## config.mk

```make
export PLATFORM = sky130hd
export DESIGN_NAME = tick_timer
export DESIGN_NICKNAME = d
export VERILOG_FILES = /design/src/rtl/tick_timer_pkg.sv /design/src/rtl/tick_timer_presc.sv /design/src/rtl/tick_timer_cnt.sv /design/src/rtl/tick_timer.sv
export SDC_FILE = /design/constraint.sdc
export NUM_CORES = 1
export LEC_CHECK = 0
export ABC_CLOCK_PERIOD_IN_PS = 4280
export BUFFER_PORTS_ARGS = -buffer_cell sky130_fd_sc_hd__buf_2
export CORE_MARGIN = 8
export CORE_UTILIZATION = 55
export CTS_BUF_LIST = sky130_fd_sc_hd__clkbuf_8 sky130_fd_sc_hd__clkbuf_16
export DETAILED_ROUTE_END_ITERATION = 8
export PLACE_DENSITY_LB_ADDON = 0.1
export RECOVER_POWER = 25
export SYNTH_ARGS = -nofsm -noshare
export SYNTH_HDL_FRONTEND = slang
export SYNTH_SLANG_ARGS = --single-unit
```

## constraint.sdc

```tcl
create_clock -name clk_i -period 4.28 [get_ports clk_i]
set_clock_uncertainty 0.05 [all_clocks]
set_input_delay 0.214 -clock clk_i [delete_from_list [all_inputs] [get_ports clk_i]]
set_output_delay 0.214 -clock clk_i [all_outputs]
set_load 0.05 [all_outputs]
```

## src/rtl/tick_timer_pkg.sv

```systemverilog
package tick_timer_pkg;
  localparam int unsigned WORD_W = 32;

  typedef enum logic [2:0] {
    SEL_LOAD = 3'd0,
    SEL_CUR  = 3'd1,
    SEL_CTRL = 3'd2,
    SEL_ICLR = 3'd3,
    SEL_RAW  = 3'd4,
    SEL_MSK  = 3'd5,
    SEL_BG   = 3'd6,
    SEL_RSV  = 3'd7
  } reg_sel_e;

  typedef enum logic [1:0] {
    PS_DIV1   = 2'b00,
    PS_DIV16  = 2'b01,
    PS_DIV256 = 2'b10,
    PS_ALT1   = 2'b11
  } presc_e;

  typedef struct packed {
    logic   en;
    logic   per;
    logic   ie;
    presc_e presc;
    logic   wide;
    logic   one;
  } ctrl_t;

  function automatic ctrl_t ctrl_from_word(input logic [WORD_W-1:0] w);
    ctrl_t c;
    c.en    = w[7];
    c.per   = w[6];
    c.ie    = w[5];
    c.presc = presc_e'(w[3:2]);
    c.wide  = w[1];
    c.one   = w[0];
    return c;
  endfunction

  function automatic logic [WORD_W-1:0] ctrl_to_word(input ctrl_t c);
    return {{(WORD_W-8){1'b0}}, c.en, c.per, c.ie, 1'b0, c.presc, c.wide, c.one};
  endfunction
endpackage

```

## src/rtl/tick_timer_presc.sv

```systemverilog
module tick_timer_presc
  import tick_timer_pkg::*;
#(
  parameter int unsigned MID_LOG = 4,
  parameter int unsigned HI_LOG  = 8
) (
  input  logic   clk_i,
  input  logic   rst_ni,
  input  logic   en_i,
  input  logic   restart_i,
  input  presc_e sel_i,
  output logic   tick_o
);
  localparam int unsigned PW = HI_LOG;

  logic [PW-1:0] p_q;

  always_ff @(posedge clk_i or negedge rst_ni) begin
    if (!rst_ni)        p_q <= '0;
    else if (restart_i) p_q <= '0;
    else if (en_i)      p_q <= p_q + 1'b1;
  end

  always_comb begin
    unique case (sel_i)
      PS_DIV16:  tick_o = en_i & (&p_q[MID_LOG-1:0]);
      PS_DIV256: tick_o = en_i & (&p_q);
      default:   tick_o = en_i;
    endcase
  end


  div16_spacing_chk: assert property (@(posedge clk_i) disable iff (!rst_ni)
    (tick_o && sel_i == PS_DIV16) |=> (!tick_o || sel_i != PS_DIV16));
endmodule

```

## src/rtl/tick_timer_cnt.sv

```systemverilog
module tick_timer_cnt
  import tick_timer_pkg::*;
#(
  parameter int unsigned CNT_W    = WORD_W,
  parameter int unsigned NARROW_W = 16
) (
  input  logic             clk_i,
  input  logic             rst_ni,
  input  logic             load_i,
  input  logic             bg_i,
  input  logic [CNT_W-1:0] val_i,
  input  logic             tick_i,
  input  logic             wide_i,
  input  logic             periodic_i,
  input  logic             oneshot_i,
  output logic [CNT_W-1:0] count_o,
  output logic [CNT_W-1:0] reload_o,
  output logic             hit_o
);
  localparam logic [CNT_W-1:0] NARROW_MASK = {{(CNT_W-NARROW_W){1'b0}}, {NARROW_W{1'b1}}};
  localparam logic [CNT_W-1:0] ONE = {{(CNT_W-1){1'b0}}, 1'b1};

  logic [CNT_W-1:0] cnt_q, rel_q, mask, eff;
  logic             at_zero;

  assign mask    = wide_i ? '1 : NARROW_MASK;
  assign eff     = cnt_q & mask;
  assign at_zero = (eff == '0);
  assign hit_o   = tick_i & ~load_i & (eff == ONE);
  assign count_o = eff;
  assign reload_o = rel_q;

  always_ff @(posedge clk_i or negedge rst_ni) begin
    if (!rst_ni) begin
      cnt_q <= '1;
      rel_q <= '1;
    end else if (load_i) begin
      cnt_q <= val_i;
      rel_q <= val_i;
    end else begin
      if (bg_i) rel_q <= val_i;
      if (tick_i) begin
        if (at_zero && periodic_i)     cnt_q <= rel_q;
        else if (at_zero && oneshot_i) cnt_q <= cnt_q;
        else                           cnt_q <= (eff - ONE) & mask;
      end
    end
  end


  load_now_chk: assert property (@(posedge clk_i) disable iff (!rst_ni)
    load_i |=> count_o == ($past(val_i) & mask));


  hit_zero_chk: assert property (@(posedge clk_i) disable iff (!rst_ni)
    hit_o |=> count_o == '0);
endmodule

```

## src/rtl/tick_timer.sv

```systemverilog
module tick_timer
  import tick_timer_pkg::*;
#(
  parameter int unsigned NARROW_W = 16,
  parameter int unsigned MID_LOG  = 4,
  parameter int unsigned HI_LOG   = 8
) (
  input  logic        clk_i,
  input  logic        rst_ni,
  input  logic        wr_i,
  input  logic [2:0]  addr_i,
  input  logic [31:0] wdata_i,
  output logic [31:0] rdata_o,
  output logic        irq_o
  ,output logic [31:0] count_o
);
  reg_sel_e sel;
  ctrl_t    ctrl_q, ctrl_d;
  logic     raw_q, raw_d, irq_q;
  logic     ld_wr, bg_wr, ctrl_wr, clr_wr;
  logic     tick, hit;
  logic [WORD_W-1:0] cur, rel;

  assign sel     = reg_sel_e'(addr_i);
  assign ld_wr   = wr_i & (sel == SEL_LOAD);
  assign bg_wr   = wr_i & (sel == SEL_BG);
  assign ctrl_wr = wr_i & (sel == SEL_CTRL);
  assign clr_wr  = wr_i & (sel == SEL_ICLR);

  tick_timer_presc #(.MID_LOG(MID_LOG), .HI_LOG(HI_LOG)) u_presc (
    .clk_i, .rst_ni,
    .en_i      (ctrl_q.en),
    .restart_i (ld_wr),
    .sel_i     (ctrl_q.presc),
    .tick_o    (tick)
  );

  tick_timer_cnt #(.CNT_W(WORD_W), .NARROW_W(NARROW_W)) u_cnt (
    .clk_i, .rst_ni,
    .load_i     (ld_wr),
    .bg_i       (bg_wr),
    .val_i      (wdata_i),
    .tick_i     (tick),
    .wide_i     (ctrl_q.wide),
    .periodic_i (ctrl_q.per & ~ctrl_q.one),
    .oneshot_i  (ctrl_q.one),
    .count_o    (cur),
    .reload_o   (rel),
    .hit_o      (hit)
  );

  always_comb begin
    ctrl_d = ctrl_q;
    if (ctrl_wr)                ctrl_d = ctrl_from_word(wdata_i);
    else if (hit && ctrl_q.one) ctrl_d.en = 1'b0;
    raw_d = hit | (raw_q & ~clr_wr);  // set beats clear
  end

  always_ff @(posedge clk_i or negedge rst_ni) begin
    if (!rst_ni) begin
      ctrl_q <= '0;
      raw_q  <= 1'b0;
      irq_q  <= 1'b0;
    end else begin
      ctrl_q <= ctrl_d;
      raw_q  <= raw_d;
      irq_q  <= raw_d & ctrl_d.ie;
    end
  end

  always_comb begin
    unique case (sel)
      SEL_LOAD, SEL_BG: rdata_o = rel;
      SEL_CUR:          rdata_o = cur;
      SEL_CTRL:         rdata_o = ctrl_to_word(ctrl_q);
      SEL_RAW:          rdata_o = {31'd0, raw_q};
      SEL_MSK:          rdata_o = {31'd0, raw_q & ctrl_q.ie};
      default:          rdata_o = '0;
    endcase
  end

  assign irq_o   = irq_q;
  assign count_o = cur;


  oneshot_stop_chk: assert property (@(posedge clk_i) disable iff (!rst_ni)
    (hit && ctrl_q.one && !ctrl_wr) |=> !ctrl_q.en);


  set_wins_chk: assert property (@(posedge clk_i) disable iff (!rst_ni)
    hit |=> raw_q);


  irq_mask_chk: assert property (@(posedge clk_i) disable iff (!rst_ni)
    irq_o == (raw_q & ctrl_q.ie));
endmodule

```

==> results.md, run 1 <==
Worst hold path:
- The startpoint of the worst hold path is wdata_i[16].
- The type of the most critical hold path is input pin to register.
- The end of the worst hold path is u_cnt.cnt_q[16].
- The number of cells traversed by the worst hold path is 3.

Die:
- The die covers 0.0132 mm^2.
- The floorplan step set the die height to 115 um.
- For this design the top-level I/O count stands at around 100.
- In this run the horizontal extent of the chip is 115 um.
- Row generation in the floorplan step produced 36 rows.
- The floorplan step defined a core boundary enclosing 0.00964 mm^2.
- The initial standard-cell utilization of the core is 0.559.

Setup path:
- In this run the number of cells on the critical path is 6.
- The endpoint of the worst-slack reg-to-reg timing path is u_cnt.cnt_q[14].
- The data arrival time at the worst-slack endpoint is 3.54 ns.
- The worst setup path is captured at a register.
- The length in cells of the worst reg-to-reg path is 6.
- In this run the worst path has a maximum fanout of 24.
- The signal on the critical path passes through clkinv_1 -> a21oi_1 -> nor3_2 -> a21oi_1 -> o311ai_0 -> a21oi_1.
- The most numerous cell type found on the critical path is sky130_fd_sc_hd__a21oi_1.
- The peak per-stage delay on the critical path is ~0.96 ns.
- The register-to-register setup slack is slightly below 1 ns.
- The critical path's slowest cell is sky130_fd_sc_hd__a21oi_1.
- The worst endpoint required time is 4.52 ns.
- The startpoint identified for the worst register-to-register timing path is ctrl_q[1].
- The worst setup path is launched from a register.
- Together, buffers and inverters on the worst path number 1.
- The family with the most delay on the worst path is compound AO/OA/AOI/OAI gates.
- The type of the worst setup path is register to register.

Cells and area:
- The filler cell count in the final layout is 890.
- The sequential standard cell area is 0.00211 mm^2.
- The final net count is 698.
- The library cell used most frequently in the layout, excluding fill and tap cells, is sky130_fd_sc_hd__buf_2.
- In the layout the commonest cells are sky130_fd_sc_hd__buf_2 (101), sky130_fd_sc_hd__dfstp_2 (64), sky130_fd_sc_hd__nor2_1 (41), sky130_fd_sc_hd__nand2_1 (40).
- For this run, the number of standard cells in the final layout without fillers is 794.
- With fillers left out, the area of the finished cells amounts to 0.00605 mm^2.
- The area growth from synthesis to layout is 12.1%.
- The share of cells above drive strength 1 is 0.369.
- The repair_antennas step left the layout with diodes totalling 0.
- The multi-input combinational cells in the finished layout cover a total of 0.00295 mm^2.

Run:
- The total of max-cap violations is 1.

Synth:
- A synthesized cell averages 9.14 um^2.
- In this run, distinct cell masters in the synthesized netlist total 61.
- The fraction of the mapped netlist area in adder cells is 0.00928.
- The synthesized netlist net count is around 630.
- The area share of and/or/nand/nor cells after synthesis is 0.199.
- After synthesis, the largest family of logic cells by area is compound AO/OA/AOI/OAI gates.
- The share of the synthesized area in compound gates (AO/OA/AOI/OAI) was 0.209.
- The synthesized netlist occupies a cell area of about 0.0054 mm^2.
- After synthesis, the share of cell area in mux cells is 0.0842.
- Of all flip-flops after synthesis, the portion carrying an async set or reset was 1.00.
- The Yosys step of the flow raised 0 warnings.
- Counting flops with a built-in enable in the synthesized netlist gives 0.
- The xor and xnor fraction of the mapped netlist area is 0.0422.
- The main flop type after synthesis is sky130_fd_sc_hd__dfstp_2.
- The part of the Yosys area used for sequential elements is 0.391.
- The flop and latch count out of synthesis is 81.
- After technology mapping, the gate count stands at 590.

Drt:
- The count of vias placed by the detailed router is 5016.
- For this run, design rule violations remaining after detail routing come to 0.
- The first routing iteration left 405 violations.
- The detail route stage leaves a number of antenna-violating nets equal to 0.
- Dividing the detail-routed via count by the number of cells gives ~6.3.
- The final routed wirelength across all metal layers is 16.8 mm.
- After detailed routing, the average wire length per cell comes to 21.2 um.
- The first-pass detailed-route iteration total is 5.

Global routing:
- The number of global-route vias before repair is 5115.
- After global routing the overflow that remains totals 0.
- The first global-routing pass estimated 27.2 mm of wire.
- The number of antenna violations at the first check in global routing was 0.
- The aggregate global-route resource usage is 0.261.
- Entering global routing, the biggest net connects a little over 80 pins.

CTS:
- Clock-pin slew was measured on the worst setup and hold paths at about 0.08 ns.
- The TritonCTS clock tree is built.
- The number of setup buffers added after CTS is 0.
- The worst-skew pair later-pin latency is 0.37 ns.
- The root buffer cell chosen for the clock tree is sky130_fd_sc_hd__clkbuf_8.
- The maximum clock insertion buffer count is 2.
- The H-tree was split into 3 levels.
- The tree built by TritonCTS fans out to 81 sinks.
- Clock tree synthesis inserted a total of 9 buffers.

Power:
- The internal power consumption is approximately 2 mW.
- The leakage power of the design is 2.48 nW.
- The switching power is between 1.5 and 2 mW.
- Of the total power, the clock network draws 0.132.
- IR analysis of the VDD net gives a maximum drop of 0.414 mV.
- The power density relative to cell area is 648 mW/mm^2.
- The share of total power dissipated in combinational logic is 0.458.
- Of the total power, the share spent switching nets is 0.489.
- The relative contribution of sequential cells to total power is 0.410.

STA:
- The sum of negative setup slack is 0 ns.
- Subtracting the final worst setup slack from the clock period gives 3.30 ns.
- Setup violations remaining at the end of the flow were counted as 0.
- The transition at the pin with the smallest max-transition slack is 2.02 ns.
- The count of final hold-check violations came to 0.
- The worst setup margin is 0.981 ns.
- The maximum clock rate is 303 MHz.
- The final-report max-slew violation count is 82.
- The worst hold slack is 0.0222 ns.
- Setup repair after global routing left no endpoint under its margin.
- In the finished design, the share of the clock period the worst path needs comes to 0.771.
- The worst slew margin relative to its limit is -0.349.

Place:
- The post-detailed-placement cell area is 0.00587 mm^2.
- The last weighted congestion value of the routability-driven placer is 0.916.
- The cell total after placement is a little under 800.
- Port buffering added 102 buffers.
- Detailed placement ended at an HPWL of 11.7 mm.
- OpenSTA, run right after detailed placement, puts the worst setup slack at approximately 1.1 ns.

Run status:
- The flow ran to the end, but the final reports show violations.
- The checks that failed: max-capacitance violations, max-slew violations.
## worst register-to-register path: stages (launching register included)
cell                       delay (ns)
sky130_fd_sc_hd__dfrtp_1         0.80
sky130_fd_sc_hd__clkinv_1        0.46
sky130_fd_sc_hd__a21oi_1         0.32
sky130_fd_sc_hd__nor3_2          0.10
sky130_fd_sc_hd__a21oi_1         0.96
sky130_fd_sc_hd__o311ai_0        0.31
sky130_fd_sc_hd__a21oi_1         0.22
## how the worst max path moves through the flow
| stage | slack [ns] | endpoint | start |
|---|---|---|---|
| after floorplan | 1.53 | u_cnt.cnt_q[1] | u_cnt.cnt_q[19] |
| after global placement | 1.29 | u_cnt.cnt_q[14] | ctrl_q[1] |
| after detailed placement | 1.10 | u_cnt.cnt_q[14] | ctrl_q[1] |
| after CTS | 1.09 | u_cnt.cnt_q[14] | ctrl_q[1] |
| after global routing | 0.75 | u_cnt.cnt_q[14] | ctrl_q[1] |
| final | 0.98 | u_cnt.cnt_q[14] | ctrl_q[1] |
## per-layer routing
layer / vias to the layer above / track usage / part of all wire
met3: 19 / 0.0562 / 0.074
met2: 229 / 0.429 / 0.48
met4: 0 / 0.0692 / 0.013
met1: 2458 / 0.339 / 0.43
li1: 2310 / - / -
met5: - / 0 / 0
## power groups by stage
stage               clock network [mW]  logic (mW)  registers, mW
global route                     0.558        1.93           1.65
CTS                              0.527        1.80           1.59
finish                           0.517        1.79           1.61
global placement                     0        1.77           1.59
detailed placement                   0        1.79           1.61
floorplan                            0        1.58           1.39
## synth_stat cells, types with 4 or more instances
library cell	number	area, um^2
sky130_fd_sc_hd__o21ai_1	7	35.0
sky130_fd_sc_hd__o41ai_1	4	35.0
sky130_fd_sc_hd__ha_1	4	50.1
sky130_fd_sc_hd__and2_1	18	113
sky130_fd_sc_hd__nor2b_1	4	25.0
sky130_fd_sc_hd__nor2_1	41	154
sky130_fd_sc_hd__o211ai_1	6	45.0
sky130_fd_sc_hd__xor2_1	8	70.1
sky130_fd_sc_hd__a21oi_1	35	175
sky130_fd_sc_hd__o211a_1	6	60.1
sky130_fd_sc_hd__nor3_1	27	135
sky130_fd_sc_hd__nand2_1	40	150
sky130_fd_sc_hd__a22o_1	25	219
sky130_fd_sc_hd__nand4_1	10	62.6
sky130_fd_sc_hd__clkbuf_1	38	143
sky130_fd_sc_hd__a211oi_1	4	30.0
sky130_fd_sc_hd__mux2_2	35	394
sky130_fd_sc_hd__buf_2	4	20.0
sky130_fd_sc_hd__o221ai_1	6	52.6
sky130_fd_sc_hd__dfrtp_1	17	425
sky130_fd_sc_hd__xnor2_1	18	158
sky130_fd_sc_hd__buf_4	16	120
sky130_fd_sc_hd__a22oi_1	8	60.1
sky130_fd_sc_hd__o22ai_1	7	43.8
sky130_fd_sc_hd__nand3_1	16	80.1
sky130_fd_sc_hd__o21ai_0	26	130
sky130_fd_sc_hd__dfstp_2	64	1680
sky130_fd_sc_hd__or3_1	15	93.8
sky130_fd_sc_hd__mux2i_1	6	60.1
sky130_fd_sc_hd__nor4_1	14	87.6
sky130_fd_sc_hd__or4_1	5	37.5
sky130_fd_sc_hd__inv_1	9	33.8
## final cells by class
class                   count  share of cell area
flip-flops and latches     81               0.348
well taps                 133              0.0275
inverters                  10             0.00621
clock inverters             6             0.00579
repair buffers            116               0.102
multi-input cells         438               0.487
clock buffers              10              0.0228
## registers in the layout, indices dropped and copies added, names as in the netlist
| register | flops |
|---|---|
| u_cnt.cnt_q | 32 |
| u_cnt.reload_o | 32 |
| irq_o | 1 |
| u_presc.p_q | 8 |
| raw_q | 1 |
| ctrl_q | 7 |
## per-stage QoR
| stage | total power, mW | util |
|---|---|---|
| floorplan | 2.97 | - |
| global placement | 3.35 | 0.609 |
| detailed placement | 3.39 | 0.609 |
| CTS | 3.92 | 0.627 |
| global route | 4.14 | 0.627 |
| finish | 3.92 | 0.627 |
## cell families after synthesis
kind of cell | count (synthesis)
compound gates | 160
xor+xnor | 26
fa+ha+maj | 4
buf+inv | 71
flops | 81
mux | 41
simple gates | 207
## repair_timing
item	CTS	global route
endpoints found under the hold margin	0	1
hold buffers	0	1
gates resized for setup	0	0
No activity file was read; power rests on OpenSTA's default activity.
==> inputs of run 2 (changes only) <==
- ABC_CLOCK_PERIOD_IN_PS: 4280 -> 3300
- clock period: 4.28 -> 3.3 ns (I/O delays scaled with it)
==> run 2 against run 1 <==
Against the previous run:
- the run still ends with max-capacitance violations, max-slew violations left
- sequential share of layout area down 1.9 points
- setup slack worse by 0.72 ns
- register-to-register slack worse by 0.72 ns
- final cell count up 4.9%
- count of clock-buffer cells in the layout down 1
- fmax up 8.6%
- first-iteration DRC count down 0.99%
- non-clock buffer count up 38
- critical path depth down 1
- clock power up 31%
- via count up 4.3%
==> results.md, run 2 (same netlist as run 1, synthesis figures left out) <==
Run status:
- The run finished, with violations left.
- The checks that failed: max-capacitance violations, max-slew violations.

STA:
- The count of final hold-check violations came to 0.
- Setup repair after global routing left no endpoint under its margin.
- The worst path needs 3.04 ns of the cycle, external delays included.
- The maximum clock rate is ~330 MHz.
- After routing, the total negative slack on setup checks comes to 0 ns.
- In this run the tightest slew margin relative to its limit is -0.426.
- The final-report max-slew violation count was 125.
- The transition at the pin with the smallest max-transition slack is 2.14 ns.
- Dividing the final minimum period by the clock period gives 0.921.
- Setup violations remaining at the end of the flow were counted as 0.

CTS:
- TritonCTS built the clock tree.
- CTS saw 81 sinks.
- For the worst-skew pair, the clock arrives at the later sink with an insertion delay of 0.38 ns.
- The buffer type at the clock tree root is sky130_fd_sc_hd__clkbuf_8.
- The number of buffers inserted by hold repair at cts is 28.
- The maximum clock insertion buffer count is 2.
- The maximum level of the CTS H-tree is 3.
- Clock-pin slew was measured on the worst setup and hold paths at around 0.09 ns.
- The number of clock buffers added by TritonCTS is 9.
- The number of setup buffers added after CTS is 0.
- Gates resized during post-CTS repair numbered 0.

Place:
- The quantity of I/O buffers inserted on ports is 102.
- The cell total after placement is between 700 and 800.
- After legalization and detailed placement, the total HPWL measured between 10 and 15 mm.
- At the end of routability-driven placement, the weighted congestion stood at 0.960.

Drt:
- For this block, wires on met1 add up to around 7.0 mm.
- The violation count after the first detailed-route iteration is 401.
- The final routed wirelength across all metal layers is 17.3 mm.
- After detailed routing, the number of remaining DRC violations is 0.
- For this run, the detailed router's first-pass iteration total came to 5.
- The count of nets left with antenna violations once routing finished came out at 0.
- The routed length on met3 is 1.42 mm.
- After detailed routing, the average wire length per cell comes to roughly 21 um.
- The sum of met2 wire segment lengths after detailed routing is 8.38 mm.
- Routed signal wires occupy layers up through met4.
- The count of vias placed by the detailed router is ~5200.
- The average via count per standard cell is 6.28.

Setup path:
- Of all nets on the critical path, the largest fanout is 15.
- The setup path with the least slack is of type register to register.
- Walking the worst path, the cells encountered are or4_4 -> o41a_1 -> or4_1 -> a211o_1 -> o311ai_1.
- For the worst setup path, the data arrival time is approximately 3.3 ns.
- The peak per-stage delay on the critical path is approximately 0.86 ns.
- The critical path's slowest cell is sky130_fd_sc_hd__or4_1.
- Together, buffers and inverters on the worst path number 0.
- The cell family contributing the most delay on the critical path is simple AND/OR/NAND/NOR gates.
- For the worst setup path, the data required time is 3.51 ns.
- The critical path startpoint category is a register.
- The type of element capturing the critical path is a register.

Cells and area:
- In the final layout, the share of cells above drive strength 1 is 0.359.
- Leaving out filler cells and counting taps, the final layout contains between 800 and 900.
- The library cell used most frequently in the layout, excluding fill and tap cells, is sky130_fd_sc_hd__buf_2.
- From synthesis to final layout, the design area changed by 18.5%.
- The utilization after layout is 0.663.
- After the last flow step, the layout net total stands at 736.
- Leaving out fill and tap cells, the most frequent cells in the layout are sky130_fd_sc_hd__buf_2 (99), sky130_fd_sc_hd__dfstp_2 (64), sky130_fd_sc_hd__nor2_1 (41), sky130_fd_sc_hd__nand2_1 (40).
- The filler cell count in the final layout is roughly 860.

Die:
- The initial standard-cell utilization of the core is 0.559.
- In this run the count of I/O pins placed on the die edge is 103.
- The vertical die dimension is around 120 um.
- The total area inside the core boundary comes to 0.00964 mm^2.
- From left edge to right edge, the die measures 115 um.
- The die covers 0.0132 mm^2.
- The initialized floorplan defines 36 standard-cell rows.

Power:
- The relative contribution of sequential cells to total power is 0.397.
- Power comes to 5.15 mW.
- Power spread over the standard cell area amounts to approximately 810 mW/mm^2.
- The switching power is 2.52 mW.
- The clock share of power is 0.132.
- The internal portion of the total power is 2.63 mW.
- VDD sags by at most 0.608 mV.
- Of the total power, the share spent switching nets is 0.489.
- Summed over all cells, the static leakage comes to 2.62 nW.
- The share of power burned in combinational logic is 0.471.

Worst hold path:
- In this run the worst hold path is classified as input pin to register.

Global routing:
- The first global-routing pass estimated between 20 and 30 mm of wire.
- In the global route stage, overall resource usage came out at 0.260.
- The total congestion overflow is 0.
- The number of antenna violations at the first check in global routing is 0.
- Entering global routing, the biggest net connects 82 pins.
- The number of global-route vias before repair is 5173.

Run:
- The total of max-cap violations is 2.
## run 2: cell type report
cell class	instances	area, um^2	area share
antenna	1	2.50	0.000392
clock buffer	9	124	0.0194
clock inverter	7	47.5	0.00744
inverter	10	37.5	0.00588
multi-input combinational	438	2940	0.460
sequential	81	2110	0.330
tap	133	166	0.0260
timing repair buffer	154	965	0.151
## run 2: path summary, 6_finish.rpt
| check | from | end | slack [ns] | cells after the start |
|---|---|---|---|---|
| min in group asynchronous | rst_ni | u_presc.p_q[1] | 0.83 | 2 |
| min | wdata_i[28] | u_cnt.reload_o[28] | 0.009 | 2 |
| min reg2reg | u_cnt.reload_o[0] | u_cnt.reload_o[0] | 0.49 | 2 |
| max reg2reg | u_cnt.cnt_q[19] | u_cnt.cnt_q[1] | 0.26 | 5 |
| max | u_cnt.cnt_q[19] | u_cnt.cnt_q[1] | 0.26 | 5 |
| max in group asynchronous | rst_ni | u_presc.p_q[5] | 1.21 | 2 |
## run 2: routing by layer
metal | up-vias | GRT usage
li1 | 2390 | -
met1 | 2538 | 0.327
met2 | 251 | 0.423
met3 | 55 | 0.0530
met4 | 0 | 0.117
met5 | - | 0
## run 2: metrics by stage
stage | cell area, um^2 | setup WS, ns | hold WS [ns]
3_5_place_dp | 5950 | 0.320 | 0.344
6_report | 6390 | 0.261 | 0.00944
4_1_cts | 6400 | 0.299 | 0.000514
3_3_place_gp | 5950 | 0.388 | 0.339
5_1_grt | 6390 | 0.158 | 0.00697
2_1_floorplan | 5390 | 0.550 | -0.181
## run 2: power groups by stage
stage                     combinational (mW)  sequential [mW]  clock [mW]
after floorplan                         2.05             1.81           0
after global placement                  2.34             2.02           0
after detailed placement                2.39             2.05           0
after CTS                               2.43             2.03       0.690
after global routing                    2.60             2.09       0.714
final                                   2.43             2.05       0.678
==> inputs of run 3 (changes only) <==
- ABC_CLOCK_PERIOD_IN_PS: 3300 -> 3000
- CTS_BUF_LIST: sky130_fd_sc_hd__clkbuf_8 sky130_fd_sc_hd__clkbuf_16 -> sky130_fd_sc_hd__clkbuf_4 sky130_fd_sc_hd__clkbuf_8
- clock period: 3.3 -> 3 ns (I/O delays scaled with it)
==> run 3 against run 2 <==
Against the previous run:
- critical endpoint is now u_cnt.cnt_q[30]
- largest cell class unchanged
- sequential power rose by 9.8%
- sequential share of layout area fell by 0.63 points
- critical path depth increased by 1
- first-iteration DRC count decreased by 17%
- total power is 13% higher
- die area is the same
- design area up 1.9%
- the flow still finishes with violations (max-capacitance violations, max-slew violations)
- non-clock buffer count grew 10
- fmax increased by 5.4%
==> results.md, run 3 (same netlist as run 1, synthesis figures left out) <==
Place:
- The last weighted congestion value of the routability-driven placer is 0.972.
- The post-detailed-placement cell area is 0.00600 mm^2.
- The quantity of I/O buffers inserted on ports is 102.
- The HPWL after detailed placement is about 12 mm.

Global routing:
- In the global route stage, overall resource usage came out at 0.261.
- The first global-routing pass estimated 27.2 mm of wire.
- The number of global-route vias before repair is about 5300.
- The largest net degree at the start of global routing is a little over 80.
- The number of antenna violations at the first check in global routing was 0.
- The total congestion overflow is 0.

CTS:
- The TritonCTS clock tree is built.
- For the worst-skew pair, the clock arrives at the later sink with an insertion delay of 0.36 ns.
- CTS saw 81 sinks.
- The number of setup buffers added after CTS is 0.
- TritonCTS created 9 clock buffers.
- The clock transition at the registers of the reported paths is 0.09 ns.
- No sink is reached through more buffers than the 2 on the longest clock path.
- The buffer type at the clock tree root is sky130_fd_sc_hd__clkbuf_8.
- The maximum level of the CTS H-tree is 3.

STA:
- The share of the clock period used by the worst path is 0.961.
- Setup violations remaining at the end of the flow were counted as 0.
- The transition at the pin with the smallest max-transition slack is 2.13 ns.
- Setup total negative slack on the finished layout was measured at 0 ns.
- The maximum clock rate is around 350 MHz.
- The count of final hold-check violations is 0.
- Counting I/O delays and the setup requirement, the final critical path takes roughly 2.9 ns.
- Setup repair after global routing left no endpoint under its margin.
- The final-report max-slew violation count is roughly 130.
- The worst slew margin relative to its limit is -0.418.

Die:
- The number of top-level pins is 103.
- The die covers 0.0132 mm^2.
- After floorplanning, the core was divided into 36 placement rows.
- The die is 115 um tall.
- The placeable core region is 0.00964 mm^2.
- The initial utilization of the core area, before any placement, comes to 0.559.
- The floorplan step set the die width to 115 um.

Worst hold path:
- The number of cells traversed by the worst hold path is 2.
- The end of the worst hold path is ctrl_q[3].
- The startpoint identified for the worst hold timing path is wdata_i[3].
- The type of the most critical hold path is input pin to register.

Drt:
- Wires add up to 17.2 mm.
- The first TritonRoute pass finished after 5 iterations.
- The number of nets with antenna violations after routing is 0.
- For this block, the via count after detailed routing is 5285.
- For this run, design rule violations remaining after detail routing come to 0.
- The average via count per standard cell is roughly 6.3.
- The wire length per cell after detailed routing is 20.4 um.
- The detailed router finished its first iteration with 333 violations.

Cells and area:
- The final net count is 746.
- In the layout the commonest cells are sky130_fd_sc_hd__buf_2 (99), sky130_fd_sc_hd__dfstp_2 (64), sky130_fd_sc_hd__nor2_1 (41), sky130_fd_sc_hd__nand2_1 (40).
- The commonest non-fill, non-tap cell in the layout is sky130_fd_sc_hd__buf_2.
- Fill cells in the final layout number around 840.
- Of the cells placed in the final design, the portion with a size suffix greater than 1 is 0.362.
- Relative to the synthesized area, the layout overhead comes to 20.8%.
- The repair_antennas step left the layout with diodes totalling 0.
- With fillers left out, the area of the finished cells amounts to about 0.0065 mm^2.

Power:
- The highest ir drop seen on vdd is approximately 0.62 mV.
- The leakage power of the design is 2.69 nW.
- The power density relative to cell area is roughly 900 mW/mm^2.

Run status:
- The final reports fail on max-capacitance violations, max-slew violations.
- The flow ran to the end, but the final reports show violations.

Setup path:
- In this run the register-to-register setup slack is approximately 0.12 ns.
- At the worst endpoint, the required time is 3.24 ns.
- The worst setup path is of the register to register kind.
- STA classifies the critical path startpoint as a register.
- The endpoint of the worst-slack reg-to-reg timing path is u_cnt.cnt_q[30].
- The data arrival time at the worst-slack endpoint is ~3.1 ns.
- The type of element capturing the critical path is a register.
- The critical register-to-register path startpoint is u_cnt.cnt_q[19].
- The number of cells on the worst reg-to-reg path is 6.
- The critical path's slowest cell is sky130_fd_sc_hd__or4_4.
- Traced cell by cell, the critical path runs through or4_4 -> o41a_1 -> nor3_2 -> a21oi_1 -> or3_1 -> o211a_1.
- Of all nets on the critical path, the largest fanout is 13.
- In this design, the stage delay of the slowest critical-path cell is 0.57 ns.

Run:
- The total of max-cap violations is 2.
-- run 3: worst max path at each step --
stage                          startpoint               to  slack [ns]
after floorplan           u_cnt.cnt_q[19]   u_cnt.cnt_q[1]        0.25
after global placement    u_cnt.cnt_q[21]   u_cnt.cnt_q[1]        0.27
after detailed placement  u_cnt.cnt_q[21]  u_cnt.cnt_q[30]        0.20
after CTS                 u_cnt.cnt_q[19]  u_cnt.cnt_q[30]        0.17
after global routing      u_cnt.cnt_q[19]  u_cnt.cnt_q[30]        0.01
final                     u_cnt.cnt_q[19]  u_cnt.cnt_q[30]        0.12
-- run 3: repair_timing --
item,4_1_cts,5_1_grt
setup endpoints to repair,0,0
resized for setup,0,0
hold buffers,31,0
hold endpoints to repair,61,0
-- run 3: area by class of cell --
cell class,instances,area [um^2],area share
well taps,133,166,0.0256
clock inverters,6,81.3,0.0125
repair buffers,164,1040,0.160
inverters,10,37.5,0.00576
multi-input cells,438,2940,0.451
clock buffers,10,138,0.0211
flip-flops and latches,81,2110,0.324
-- run 3: worst max-delay path, delay by kind of cell (launching register included) --
kind / cells / cell delay [ns]
compound gates: 3 / 1.05
flops: 1 / 0.43
simple gates: 3 / 1.29
-- run 3: where the power goes --
| group | internal, mW | switching (mW) |
|---|---|---|
| Combinational | 0.922 | 1.76 |
| Sequential | 1.69 | 0.563 |
| Clock | 0.486 | 0.415 |
-- run 3: metrics by stage --
step                setup slack, ns  hold WS (ns)  power [mW]  utilization  instances
detailed placement            0.198         0.327        4.87        0.623        795
global route                 0.0141        0.0217        6.13        0.676        842
CTS                           0.174      0.000772        5.81        0.678        842
floorplan                     0.250        -0.196        4.24            -        590
global placement              0.268         0.323        4.81        0.623        795
finish                        0.117        0.0132        5.83        0.676        842
-- run 3: per-layer routing --
metal  vias up  track usage  wire length, um
met5         -            0                0
met2       256        0.443             8270
li1       2409            -                -
met1      2575        0.321             7210
met4         0        0.115              434
met3        45       0.0399             1240
